--- config.mk ---
export PLATFORM = sky130hd
export DESIGN_NAME = pwm3_gen
export DESIGN_NICKNAME = d
export VERILOG_FILES = /design/src/rtl/pwm3_pkg.sv /design/src/rtl/pwm3_timebase.sv /design/src/rtl/pwm3_refgen.sv /design/src/rtl/pwm3_deadtime.sv /design/src/rtl/pwm3_gen.sv
export SDC_FILE = /design/constraint.sdc
export NUM_CORES = 1
export LEC_CHECK = 0
export ABC_CLOCK_PERIOD_IN_PS = 2600
export BUFFER_PORTS_ARGS = -buffer_cell sky130_fd_sc_hd__buf_2
export CAP_MARGIN = 25
export CORE_MARGIN = 2
export CORE_UTILIZATION = 52
export DETAILED_ROUTE_END_ITERATION = 6
export PLACE_DENSITY = 0.74
export SLEW_MARGIN = 40
export SYNTH_ARGS = -nofsm -noshare
export SYNTH_HDL_FRONTEND = slang
export SYNTH_SLANG_ARGS = --single-unit
--- constraint.sdc ---
create_clock -name clk -period 2.6 [get_ports clk]
set_clock_uncertainty 0.1 [all_clocks]
set_input_delay 0.13 -clock clk [delete_from_list [all_inputs] [get_ports clk]]
set_output_delay 0.13 -clock clk [all_outputs]
set_load 0.05 [all_outputs]
--- src/rtl/pwm3_pkg.sv ---
package pwm3_pkg;
  typedef enum logic [1:0] {
    MODE_PWM  = 2'b00,
    MODE_HI   = 2'b01,
    MODE_LO   = 2'b10,
    MODE_HOLD = 2'b11
  } chan_mode_e;
endpackage

--- src/rtl/pwm3_timebase.sv ---
module pwm3_timebase #(
  parameter int unsigned CNT_W      = 16,
  parameter int unsigned DEF_PERIOD = 2250
) (
  input  logic             clk,
  input  logic             rst,
  input  logic [CNT_W-1:0] period_in,
  output logic [CNT_W-1:0] cnt_o,
  output logic             wrap_o,
  output logic             upd_o
);
  localparam logic [CNT_W-1:0] MIN_P   = CNT_W'(2);
  localparam logic [CNT_W-1:0] RESET_P = CNT_W'(DEF_PERIOD);

  logic [CNT_W-1:0] per_act;

  // wrap happens on the edge that ends the last count of the period
  assign wrap_o = (cnt_o == per_act - CNT_W'(1));

  always_ff @(posedge clk) begin
    if (rst) begin
      cnt_o   <= '0;
      per_act <= RESET_P;
      upd_o   <= 1'b0;
    end else if (wrap_o) begin
      cnt_o   <= '0;
      per_act <= (period_in < MIN_P) ? MIN_P : period_in;
      upd_o   <= 1'b1;
    end else begin
      cnt_o   <= cnt_o + CNT_W'(1);
      upd_o   <= 1'b0;
    end
  end

  AST_CNT_IN_RANGE: assert property (@(posedge clk) disable iff (rst)
    cnt_o < per_act) else $error("counter beyond period");
  AST_UPD_AT_ZERO: assert property (@(posedge clk) disable iff (rst)
    upd_o |-> (cnt_o == '0)) else $error("update pulse off zero");
  AST_PERIOD_PRELOAD: assert property (@(posedge clk) disable iff (rst)
    !$stable(per_act) |-> upd_o) else $error("period changed mid-period");
endmodule

--- src/rtl/pwm3_refgen.sv ---
module pwm3_refgen
  import pwm3_pkg::*;
#(
  parameter int unsigned CNT_W   = 16,
  parameter int unsigned DEF_CMP = 100
) (
  input  logic             clk,
  input  logic             rst,
  input  logic [CNT_W-1:0] cnt_i,
  input  logic             wrap_i,
  input  logic [CNT_W-1:0] cmp_in,
  input  chan_mode_e       mode_i,
  output logic             ref_o
);
  localparam logic [CNT_W-1:0] RESET_CMP = CNT_W'(DEF_CMP);

  logic [CNT_W-1:0] cmp_act;
  logic             ref_n;

  always_ff @(posedge clk) begin
    if (rst)         cmp_act <= RESET_CMP;
    else if (wrap_i) cmp_act <= cmp_in;
  end

  always_comb begin
    unique case (mode_i)
      MODE_PWM: ref_n = (cnt_i < cmp_act);
      MODE_HI:  ref_n = 1'b1;
      MODE_LO:  ref_n = 1'b0;
      default:  ref_n = ref_o;
    endcase
  end

  always_ff @(posedge clk) begin
    if (rst) ref_o <= 1'b0;
    else     ref_o <= ref_n;
  end

  AST_CMP_PRELOAD: assert property (@(posedge clk) disable iff (rst)
    !$stable(cmp_act) |-> $past(wrap_i)) else $error("compare changed off wrap");
  AST_FORCE_HI: assert property (@(posedge clk) disable iff (rst)
    (mode_i == MODE_HI) |=> ref_o) else $error("force high not applied");
  AST_FORCE_LO: assert property (@(posedge clk) disable iff (rst)
    (mode_i == MODE_LO) |=> !ref_o) else $error("force low not applied");
  AST_FROZEN_HOLD: assert property (@(posedge clk) disable iff (rst)
    (mode_i == MODE_HOLD) |=> $stable(ref_o)) else $error("frozen reference moved");
endmodule

--- src/rtl/pwm3_deadtime.sv ---
module pwm3_deadtime #(
  parameter int unsigned DT_CYC = 10
) (
  input  logic clk,
  input  logic rst,
  input  logic ref_i,
  input  logic en_m,
  input  logic en_c,
  input  logic moe,
  output logic out_m,
  output logic out_c
);
  localparam int unsigned DT_W = (DT_CYC < 2) ? 1 : $clog2(DT_CYC + 1);
  localparam logic [DT_W-1:0] DT_LOAD = DT_W'(DT_CYC - 1);

  logic            ref_d;
  logic [DT_W-1:0] dt_cnt;
  logic            hold;

  // dead interval runs from the reference edge for DT_CYC cycles
  assign hold = (ref_i != ref_d) || (dt_cnt != '0);

  always_ff @(posedge clk) begin
    if (rst) begin
      ref_d  <= 1'b0;
      dt_cnt <= '0;
      out_m  <= 1'b0;
      out_c  <= 1'b0;
    end else begin
      ref_d <= ref_i;
      if (ref_i != ref_d)    dt_cnt <= DT_LOAD;
      else if (dt_cnt != '0) dt_cnt <= dt_cnt - DT_W'(1);
      // a lone enabled output bypasses the dead interval
      out_m <= moe & en_m &  ref_i & (~hold | ~en_c);
      out_c <= moe & en_c & ~ref_i & (~hold | ~en_m);
    end
  end

  AST_NO_OVERLAP: assert property (@(posedge clk) disable iff (rst)
    !(out_m && out_c)) else $error("pair active together");
  AST_MOE_OFF: assert property (@(posedge clk) disable iff (rst)
    !moe |=> (!out_m && !out_c)) else $error("output active with master off");
  AST_DIS_MAIN: assert property (@(posedge clk) disable iff (rst)
    !en_m |=> !out_m) else $error("disabled main output active");
  AST_DIS_COMP: assert property (@(posedge clk) disable iff (rst)
    !en_c |=> !out_c) else $error("disabled complementary output active");
endmodule

--- src/rtl/pwm3_gen.sv ---
module pwm3_gen
  import pwm3_pkg::*;
#(
  parameter int unsigned NCH        = 3,
  parameter int unsigned CNT_W      = 16,
  parameter int unsigned DEF_PERIOD = 2250,
  parameter int unsigned DEF_CMP    = 100,
  parameter int unsigned DT_CYC     = 10
) (
  input  logic                 clk,
  input  logic                 rst,
  input  logic [CNT_W-1:0]     period_in,
  input  logic [NCH*CNT_W-1:0] cmp_in,
  input  logic [2*NCH-1:0]     mode_in,
  input  logic [NCH-1:0]       en_main,
  input  logic [NCH-1:0]       en_comp,
  input  logic                 out_en,
  output logic [NCH-1:0]       pwm_main,
  output logic [NCH-1:0]       pwm_comp,
  output logic                 upd
);
  logic [CNT_W-1:0] cnt;
  logic             wrap;
  logic [NCH-1:0]   ref_w;

  pwm3_timebase #(.CNT_W(CNT_W), .DEF_PERIOD(DEF_PERIOD)) u_tb (
    .clk(clk), .rst(rst), .period_in(period_in),
    .cnt_o(cnt), .wrap_o(wrap), .upd_o(upd)
  );

  for (genvar i = 0; i < NCH; i++) begin : g_ch
    pwm3_refgen #(.CNT_W(CNT_W), .DEF_CMP(DEF_CMP)) u_ref (
      .clk(clk), .rst(rst), .cnt_i(cnt), .wrap_i(wrap),
      .cmp_in(cmp_in[i*CNT_W +: CNT_W]),
      .mode_i(chan_mode_e'(mode_in[2*i +: 2])),
      .ref_o(ref_w[i])
    );
    pwm3_deadtime #(.DT_CYC(DT_CYC)) u_dt (
      .clk(clk), .rst(rst), .ref_i(ref_w[i]),
      .en_m(en_main[i]), .en_c(en_comp[i]), .moe(out_en),
      .out_m(pwm_main[i]), .out_c(pwm_comp[i])
    );
  end

  AST_RESET_QUIET: assert property (@(posedge clk)
    rst |=> (pwm_main == '0 && pwm_comp == '0 && !upd)) else $error("outputs active after reset");
endmodule

==> summary.txt <==
Status
  • Status: finished with violations
  • Violated checks: setup timing

Worst setup path
  • Count of buffer and inverter cells on the critical path: 3
  • Delay of the slowest cell on the worst path: 530 ps
  • Critical path, cell by cell: or4_4, or3_1, a211o_1, a22oi_2, nand4_1, buf_6, buf_8, buf_12, mux2i_1, nor2_1
  • Slowest cell on crit path: or4_4
  • Data arrival time of the worst path: 2790 ps
  • Critical Setup Path Class: reg2reg
  • Setup crit end kind: flop
  • Largest fanout on the critical path: 8
  • Kind of start point of the critical path: flop
  • Crit path max-delay family: simple AND/OR/NAND/NOR gates
  • Worst endpoint required time: 2730 ps
  • Minimum setup slack among reg-to-reg paths: -70 ps

Floorplan
  • Initial core utilization: 0.536
  • Area inside the core boundary: 10900 um^2
  • Number of placement rows: 38
  • Area of the die: 12100 um^2
  • I/O pin total: 86
  • Chip Height: 110 um
  • Width of the die: 110 um

Pwr
  • Worst ir drop on vdd: 0.546 mV
  • Leakage power summed over all cells: 0.00382 uW
  • Areal power density over the cells: 520 nW/um^2
  • Sequential fraction of design power: 0.450
  • Final total power: 3990 uW
  • Net switching power: 1110 uW
  • Fraction of power consumed by combinational cells: 0.198
  • Clock network fraction of design power: 0.352
  • Internal power summed over all cells: 2880 uW
  • Sw frac: 0.278

GRT
  • Global route overflow: 0
  • First-pass GRT wire length: 23800 um
  • Grt met1 use: 0.302
  • Met3 usage: 0.0517
  • Antenna violations before repair: 0
  • Busiest metal layer after global routing: met2
  • Global-route usage over all layers: 0.250
  • Number of global-route vias before repair: 5279
  • Largest net degree at the start of global routing: 42
  • Routing usage on met2: 0.439

Finish
  • Net count reported at finish: 969
  • Combined area of the multi-input logic cells: 3340 um^2
  • Ant diodes: 0
  • Register area: 2110 um^2
  • Fraction of final layout cells sized beyond drive strength 1: 0.193
  • Final cell count without fillers: 976
  • P&R area growth vs syn: 30.8%
  • Final standard cell area without fillers: 7670 um^2
  • Filler cells: 853

Job
  • Max Cap Violations: 0

Timing
  • Max Transition Viols Final: 0
  • Highest clock frequency the design can meet: 375 MHz
  • Post-route worst hold slack: 7.49 ps
  • Setup Viol. Count Final: 59
  • Setup repair after global routing missed its margin: yes
  • Final Cycle Share: 1.03
  • Final setup margin: -65.5 ps
  • Total count of hold-check failures in the final report: 0
  • Fin crit period: 2670 ps
  • Worst-case headroom to the max-slew limit: 0.690
  • Transition time of the tightest slew-check pin: 465 ps

Synth
  • Most frequent cell after synthesis: dfxtp_1
  • Share of the yosys chip area belonging to registers: 0.358
  • Most used flip-flop cell after synthesis: dfxtp_1
  • Count of mapped cells out of synthesis: 664
  • Post-synthesis average cell area: 8.84 um^2
  • Number of different library cells in the post-synthesis netlist: 40
  • EDFF count, synth: 0
  • Flip-flop and latch count after synthesis: 105
  • Cell taking the most area after synthesis: dfxtp_1
  • Synth top cells by count: dfxtp_1, nor2_1, inv_1, ha_1, mux2i_1
  • Synth top area cells: dfxtp_1, ha_1, mux2i_1
  • Post-synthesis cell area: 5870 um^2
  • Number of warning messages in the yosys log: 0
  • Fraction of registers with async set or reset after synthesis: 0
  • Top-area cell type share of the netlist area: 0.358
  • Number of nets produced by synthesis: 802

Place
  • Number of placed instances with taps included: 892
  • Setup slack after placement: -189 ps
  • Gp weighted congestion: 0.846
  • Placed cell areas: 6560 um^2
  • Number of buffers inserted by port buffering: 85
  • Post-DP HPWL: 9830 um

Clock network
  • Number of clock sinks: 105
  • Clock slew seen by the registers of the worst setup and hold paths: 70 ps
  • Clock tree from TritonCTS: done
  • Number of H-tree levels: 3
  • Cts bufs inserted: 9
  • CTS Buffer Depth: 2
  • Worst-Skew Late Latency: 350 ps
  • Clock Tree Root: clkbuf_16

Detailed routing
  • Initial detailed-routing violation count: 235
  • Total Routed Length: 14400 um
  • Number of optimization iterations in the first detailed-route pass: 5
  • Routed wirelength normalized by instance count: 14.7 um
  • DR vias: 5132
  • Count of antenna-violating nets left after detailed routing: 0
  • Post-detailed-route via-to-cell ratio: 5.26
  • Total DRC errors in the routed layout: 0

Worst hold path
  • Hold/Removal Path Class: in2reg
[flip-flops by register name (all words and copies together) (netlist names)]
| name | count |
|---|---|
| g_ch.u_dt.dt_cnt | 12 |
| g_ch.u_dt.out_c | 3 |
| g_ch.u_dt.out_m | 3 |
| g_ch.u_dt.ref_d | 3 |
| g_ch.u_ref.cmp_act | 48 |
| g_ch.u_ref.ref_o | 3 |
| u_tb.cnt_o | 16 |
| u_tb.per_act | 16 |
| u_tb.upd_o | 1 |
[worst min-delay path, cell delays in order]
cell	delay, ps
buf_2	80
inv_1	30
nor2_1	100
a211o_1	100
[cell families after synthesis]
logic type | after synthesis | synth area share
compound gates | 94 | 0.105
xor+xnor | 46 | 0.0687
fa+ha+maj | 59 | 0.126
buf+inv | 103 | 0.0827
flops | 105 | 0.358
mux | 49 | 0.0836
simple gates | 208 | 0.176
[layout make-up]
cell class	count	area share
Multi-Input combinational cell	456	0.435
Sequential cell	105	0.274
Timing Repair Buffer	189	0.194
Inverter	70	0.0342
Clock buffer	10	0.0311
Tap cell	140	0.0228
Clock inverter	6	0.00864
[final timing paths]
kind | depth (start not counted) | from | end
worst max register to register | 10 | u_tb.per_act[14]$_SDFFE_PP0N_ | g_ch[0].u_ref.cmp_act[1]$_SDFFE_PP0N_
worst min register to register | 1 | g_ch[1].u_ref.cmp_act[6]$_SDFFE_PP1N_ | g_ch[1].u_ref.cmp_act[6]$_SDFFE_PP1N_
worst min-delay path | 4 | cmp_in[22] | g_ch[1].u_ref.cmp_act[6]$_SDFFE_PP1N_
worst max-delay path | 10 | u_tb.per_act[14]$_SDFFE_PP0N_ | g_ch[0].u_ref.cmp_act[1]$_SDFFE_PP0N_
[stage by stage]
stage,util,TNS (ps)
6_report,0.702,-1460
5_1_grt,0.702,-9400
4_1_cts,0.696,-382
3_5_place_dp,0.600,-5860
3_3_place_gp,0.600,-5150
2_1_floorplan,-,0
[cells in the final DEF (no fill, tap or decap), drive strengths merged, types with 13 or more instances in the layout]
| cell type | n |
|---|---|
| buf | 125 |
| nor2 | 94 |
| inv | 71 |
| a211o | 16 |
| a21oi | 33 |
| a21o | 16 |
| ha | 59 |
| mux2i | 49 |
| xnor2 | 24 |
| nand2 | 19 |
| o21ai | 16 |
| dfxtp | 105 |
| xor2 | 22 |
| dlygate4sd3 | 63 |
| nand3 | 13 |
[power groups by stage]
stage | registers, uW | clock network, uW | logic, uW
floorplan | 1810 | 0 | 533
global placement | 1820 | 0 | 658
detailed placement | 1830 | 0 | 707
CTS | 1790 | 1420 | 787
global route | 1810 | 1480 | 899
finish | 1800 | 1400 | 792
[metal layers]
metal	vias up	routed length [um]
met3	24	580
met2	107	7140
met1	2419	6390
met4	0	280
li1	2582	-
met5	-	0
[repair_timing]
action,in CTS,in global routing
setup buffers,1,1
endpoints found under the setup margin,80,79
gates resized for setup,15,7
pin swaps,6,0
cloned,2,1
hold buffers,63,0
hold endpoints to repair,63,0
Power figures use the tool's default switching activity.
